<file path="src/rtl/btc_pkg.sv">
package btc_pkg;
  localparam int OP_W = 4;

  typedef enum logic [OP_W-1:0] {
    OP_SEQ  = 4'd0,
    OP_SJMP = 4'd1,
    OP_LJMP = 4'd2,
    OP_AJMP = 4'd3,
    OP_JIDX = 4'd4,
    OP_JC   = 4'd5,
    OP_JNC  = 4'd6,
    OP_JB   = 4'd7,
    OP_JNB  = 4'd8,
    OP_JBC  = 4'd9,
    OP_JZ   = 4'd10,
    OP_JNZ  = 4'd11,
    OP_CJNE = 4'd12,
    OP_DJNZ = 4'd13,
    OP_MOVC = 4'd14
  } btc_op_e;
endpackage

</file>
<file path="src/rtl/btc_target.sv">
// Target address generation for every transfer kind, plus the table address.
module btc_target
  import btc_pkg::*;
#(
  parameter int PC_W   = 16,
  parameter int DATA_W = 8,
  parameter int PAGE_W = 11
) (
  input  btc_op_e           op,
  input  logic [PC_W-1:0]   next_pc,
  input  logic [DATA_W-1:0] rel_off,
  input  logic [PC_W-1:0]   abs_addr,
  input  logic [DATA_W-1:0] acc,
  input  logic [PC_W-1:0]   dptr,
  output logic [PC_W-1:0]   jump_tgt,
  output logic [PC_W-1:0]   tbl_addr
);
  localparam int EXT_W = PC_W - DATA_W;
  localparam int HI_W  = PC_W - PAGE_W;

  logic [PC_W-1:0] rel_ext;
  logic [PC_W-1:0] acc_ext;
  logic [PC_W-1:0] rel_tgt;
  logic [PC_W-1:0] page_tgt;
  logic [PC_W-1:0] idx_tgt;

  assign rel_ext  = {{EXT_W{rel_off[DATA_W-1]}}, rel_off};
  assign acc_ext  = {{EXT_W{1'b0}}, acc};
  assign rel_tgt  = next_pc + rel_ext;
  assign page_tgt = {next_pc[PC_W-1 -: HI_W], abs_addr[PAGE_W-1:0]};
  assign idx_tgt  = dptr + acc_ext;
  assign tbl_addr = next_pc + acc_ext;

  always_comb begin
    case (op)
      OP_LJMP: jump_tgt = abs_addr;
      OP_AJMP: jump_tgt = page_tgt;
      OP_JIDX: jump_tgt = idx_tgt;
      default: jump_tgt = rel_tgt;
    endcase
  end
endmodule

</file>
<file path="src/rtl/btc_cond.sv">
// Taken decision and the side results of compare, decrement and bit-clear jumps.
module btc_cond
  import btc_pkg::*;
#(
  parameter int DATA_W = 8
) (
  input  btc_op_e           op,
  input  logic              cy_in,
  input  logic              bit_in,
  input  logic [DATA_W-1:0] acc,
  input  logic [DATA_W-1:0] cmp_a,
  input  logic [DATA_W-1:0] cmp_b,
  input  logic [DATA_W-1:0] cnt_in,
  output logic              taken,
  output logic              cy_new,
  output logic [DATA_W-1:0] cnt_new,
  output logic              bit_clr
);
  logic [DATA_W-1:0] cnt_dec;
  logic              acc_zero;
  logic              differ;
  logic              lower;

  assign cnt_dec  = cnt_in - DATA_W'(1);
  assign acc_zero = (acc == '0);
  assign differ   = (cmp_a != cmp_b);
  assign lower    = (cmp_a < cmp_b);

  always_comb begin
    taken   = 1'b0;
    cy_new  = cy_in;
    cnt_new = cnt_in;
    bit_clr = 1'b0;
    case (op)
      OP_SJMP, OP_LJMP, OP_AJMP, OP_JIDX: taken = 1'b1;
      OP_JC:   taken = cy_in;
      OP_JNC:  taken = !cy_in;
      OP_JB:   taken = bit_in;
      OP_JNB:  taken = !bit_in;
      OP_JBC: begin
        taken   = bit_in;
        bit_clr = bit_in;
      end
      OP_JZ:   taken = acc_zero;
      OP_JNZ:  taken = !acc_zero;
      OP_CJNE: begin
        taken  = differ;
        cy_new = lower;
      end
      OP_DJNZ: begin
        cnt_new = cnt_dec;
        taken   = (cnt_dec != '0);
      end
      default: taken = 1'b0;
    endcase
  end
endmodule

</file>
<file path="src/rtl/btc_unit.sv">
module btc_unit
  import btc_pkg::*;
#(
  parameter int PC_W   = 16,
  parameter int DATA_W = 8,
  parameter int PAGE_W = 11,
  parameter int COST_W = 4
) (
  input  logic              clk,
  input  logic              rst,
  input  logic [OP_W-1:0]   op,
  input  logic [PC_W-1:0]   next_pc,
  input  logic [DATA_W-1:0] rel_off,
  input  logic [PC_W-1:0]   abs_addr,
  input  logic [DATA_W-1:0] acc,
  input  logic [PC_W-1:0]   dptr,
  input  logic              cy_in,
  input  logic              bit_in,
  input  logic [DATA_W-1:0] cmp_a,
  input  logic [DATA_W-1:0] cmp_b,
  input  logic [DATA_W-1:0] cnt_in,
  input  logic [COST_W-1:0] cost_hit,
  input  logic [COST_W-1:0] cost_miss,
  output logic [PC_W-1:0]   pc_out,
  output logic              taken,
  output logic [COST_W-1:0] cost_out,
  output logic              cy_out,
  output logic [DATA_W-1:0] cnt_out,
  output logic              bit_clr,
  output logic [PC_W-1:0]   tbl_addr
);
  btc_op_e           op_e;
  logic [PC_W-1:0]   jump_tgt;
  logic [PC_W-1:0]   tbl_c;
  logic              taken_c;
  logic              cy_c;
  logic [DATA_W-1:0] cnt_c;
  logic              clr_c;

  assign op_e = btc_op_e'(op);

  btc_target #(.PC_W(PC_W), .DATA_W(DATA_W), .PAGE_W(PAGE_W)) u_target (
    .op(op_e), .next_pc(next_pc), .rel_off(rel_off), .abs_addr(abs_addr),
    .acc(acc), .dptr(dptr), .jump_tgt(jump_tgt), .tbl_addr(tbl_c)
  );

  btc_cond #(.DATA_W(DATA_W)) u_cond (
    .op(op_e), .cy_in(cy_in), .bit_in(bit_in), .acc(acc), .cmp_a(cmp_a),
    .cmp_b(cmp_b), .cnt_in(cnt_in), .taken(taken_c), .cy_new(cy_c),
    .cnt_new(cnt_c), .bit_clr(clr_c)
  );

  always_ff @(posedge clk) begin
    if (rst) begin
      pc_out   <= '0;
      taken    <= 1'b0;
      cost_out <= '0;
      cy_out   <= 1'b0;
      cnt_out  <= '0;
      bit_clr  <= 1'b0;
      tbl_addr <= '0;
    end else begin
      pc_out   <= taken_c ? jump_tgt : next_pc;
      taken    <= taken_c;
      cost_out <= taken_c ? cost_hit : cost_miss;
      cy_out   <= cy_c;
      cnt_out  <= cnt_c;
      bit_clr  <= clr_c;
      tbl_addr <= tbl_c;
    end
  end
endmodule

</file>
<file path="config.mk">
export PLATFORM = sky130hd
export DESIGN_NAME = btc_unit
export DESIGN_NICKNAME = d
export VERILOG_FILES = /design/src/rtl/btc_pkg.sv /design/src/rtl/btc_target.sv /design/src/rtl/btc_cond.sv /design/src/rtl/btc_unit.sv
export SDC_FILE = /design/constraint.sdc
export NUM_CORES = 1
export LEC_CHECK = 0
export ABC_AREA = 0
export BUFFER_PORTS_ARGS = -buffer_cell sky130_fd_sc_hd__buf_2
export CORE_ASPECT_RATIO = 0.9
export CORE_MARGIN = 2
export CORE_UTILIZATION = 45
export DETAILED_ROUTE_END_ITERATION = 7
export PLACE_DENSITY = 0.77
export SLEW_MARGIN = 0
export SYNTH_ARGS = -nofsm -noshare
export SYNTH_HDL_FRONTEND = slang
export SYNTH_SLANG_ARGS = --single-unit
</file>
<file path="constraint.sdc">
create_clock -name clk -period 2 [get_ports clk]
set_input_delay 0.1 -clock clk [delete_from_list [all_inputs] [get_ports clk]]
set_output_delay 0.1 -clock clk [all_outputs]
set_load 0.1 [all_outputs]
</file>
==> results.json <==
{
  "antenna_left": 0,
  "drt-total-wl_mm": 12.20,
  "hpwl_mm": 9.813,
  "netlist.area_leader.share": 0.2409,
  "cp_max_fo": 3,
  "diodes": 0,
  "routed_via_density": 5.492,
  "post-place-cells": 781,
  "maxClockFrequency_ghz": 0.5138,
  "yosysWarnings": 0,
  "clk_pin_slew_ns": 0.11,
  "cts_hold_buf": 0,
  "setup_viol": 0,
  "die_w_um": 102.2,
  "root_buffer": "clkbuf_8",
  "ys_seq_area_frac": 0.2409,
  "layout_common_cells": "buf_2 (148), buf_4 (65), nor2_1 (54)",
  "grt_max_degree": 23,
  "min_period_ns": 1.946,
  "nNetsFinal": 821,
  "fin_area_um2": 5448,
  "rsz0062_at_grt": "yes",
  "powerDensity_nw_per_um2": 684.0,
  "clockBufferDepth": 2,
  "chipHeight_um": 92.39,
  "fin_cells": 793,
  "numCtsBuffers": 5,
  "hold_path.class": "in -> reg",
  "syn_avg_cell_area_um2": 8.383,
  "gp_congestion": 0.9038,
  "yosysTopAreaCell": "dfxtp_1",
  "cp.arrival_ns": 2.15,
  "status": "completed",
  "start_util": 0.4602,
  "h-tree-depth": 2,
  "grt_pass1_vias": 4305,
  "placed_area_um2": 5224,
  "wl_per_cell_um": 15.39,
  "ir_drop_v": 0.0003511,
  "ys_types": 64,
  "grt_pass1_wl_mm": 19.38,
  "relSlewSlack": 0.6274,
  "ys.flop_type": "dfxtp_1",
  "cp-end-kind": "flop",
  "crit_type": "in -> reg",
  "leakage_nw": 2.578,
  "row_count": 32,
  "netlist_area_um2": 3906,
  "io_buffers": 150,
  "tritoncts": "yes",
  "gr-usage-all-layers": 0.2553,
  "period_share": 0.9731,
  "io_pins": 151,
  "synthArstFlopShare": 0,
  "hold_violations": 0,
  "grt_antenna_before_repair": 0,
  "area_growth_pct": 39.46,
  "maxCapViolations": 0,
  "syn_nets": 614,
  "die-area_um2": 9443,
  "drt_first_pass_iters": 5,
  "final_common_cell": "buf_2",
  "synth-edff-count": 0,
  "cp.required_ns": 2.20,
  "synthTopCellsByArea": "dfxtp_1 (24%), ha_1 (13%), xnor2_1 (6.7%), nor2_1 (5.2%), o21ai_0 (4.0%)",
  "ys_ff_latch": 47,
  "startpoint_type": "primary input",
  "power_mw": 3.726,
  "place_ws_ns": -0.3968,
  "clock_sinks": 47,
  "core-area_um2": 8488,
  "drc": 0,
  "drive_gt1_frac": 0.3887,
  "drt-initial-drc-count": 302,
  "drv_slew": 0,
  "fin_tns_setup_ns": 0,
  "tightestPinTransition_ns": 0.5519,
  "syn_inst": 466,
  "setup_ws_ns": 0.05377,
  "grt_overflow": 0,
  "vias": 4355
}
[final timing paths]
kind	startpoint	end	slack, ns	cells after the start
worst max-delay path	next_pc[0]	pc_out[12]	0.05	11
worst min-delay path	cost_miss[3]	cost_out[3]	0.03	3
[flip-flops by register name, indices dropped and copies added, names as in the netlist]
signal	cells
bit_clr	1
cy_out	1
cnt_out	8
taken	1
pc_out	16
tbl_addr	16
cost_out	4
[report_power, final]
part           leakage [nW]  switching (mW)  total, mW  internal (mW)
sequential            0.392          0.0201       1.05           1.03
combinational          2.13            1.30       1.93          0.627
clock                0.0548           0.376      0.753          0.378
total                  2.58            1.70       3.73           2.03
[layer usage]
metal / wire, um / vias to the layer above / global-route usage
met5: 0 / - / 0
met4: 251 / 0 / 0.08222
met3: 769 / 25 / 0.02943
met2: 5955 / 187 / 0.4550
met1: 5224 / 2010 / 0.3173
li1: - / 2133 / -
[layout make-up]
cell class	count	area (um2)
Clock inverter	3	46.29
Clock buffer	5	68.82
Inverter	21	78.83
Tap cell	119	148.9
Sequential cell	47	940.9
Fill cell	752	3040
Multi-Input combinational cell	381	2869
Timing Repair Buffer	217	1295
[cell usage after synthesis, drive strengths merged, types with 3 or more instances]
| cell type | n |
|---|---|
| nor2 | 55 |
| dfxtp | 47 |
| ha | 41 |
| o21ai | 33 |
| xnor2 | 30 |
| a21oi | 28 |
| nand2 | 28 |
| inv | 21 |
| xor2 | 14 |
| a211oi | 11 |
| clkbuf | 11 |
| a222oi | 9 |
| nand3 | 9 |
| nor2b | 8 |
| nor3 | 8 |
| a21o | 7 |
| a31oi | 6 |
| buf | 6 |
| mux2 | 6 |
| mux2i | 6 |
| o211ai | 6 |
| o21a | 6 |
| nand4 | 5 |
| nor4 | 5 |
| a2111oi | 4 |
| and3 | 4 |
| o21bai | 4 |
| a221oi | 3 |
| a22oi | 3 |
| a311oi | 3 |
| and2 | 3 |
| fa | 3 |
| nand2b | 3 |
| o31ai | 3 |
| or2 | 3 |
| or3 | 3 |
[worst max-delay path, cell delays in order]
cell and delay, ns:
buf_8 0.10, ha_4 0.15, inv_2 0.05, fa_2 0.20
and2b_2 0.24, o31ai_4 0.33, a21oi_4 0.12, a311oi_2 0.24
xnor2_1 0.11, a222oi_1 0.37, a21oi_1 0.13
[cell families (layout without fill, tap and decap cells)]
kind of cell,count (synthesis),after routing,share of synthesized area
and+or+nand+nor,144,144,0.1791
muxes,12,12,0.03267
xor gates and xnor gates,44,44,0.09865
AOI/OAI and AO/OA,137,137,0.2582
buffers and inverters,38,246,0.04388
adders and majority gates,44,44,0.1467
DFF,47,47,0.2409
[per-stage QoR]
step | hold slack [ns] | util
6_report | 0.02635 | 0.6418
5_1_grt | 0.03466 | 0.6418
4_1_cts | 0.02207 | 0.6315
3_5_place_dp | 0.3449 | 0.6154
3_3_place_gp | 0.3358 | 0.6154
2_1_floorplan | 0.2405 | -
[timing repair]
action                     CTS  global route
gates cloned                 0             0
hold endpoints to repair     0             0
gates resized for setup      4            16
setup buffers                0             4
setup endpoints to repair    2             7
pin swaps                    4            13
Note: power is estimated with default switching activity, not from simulation.
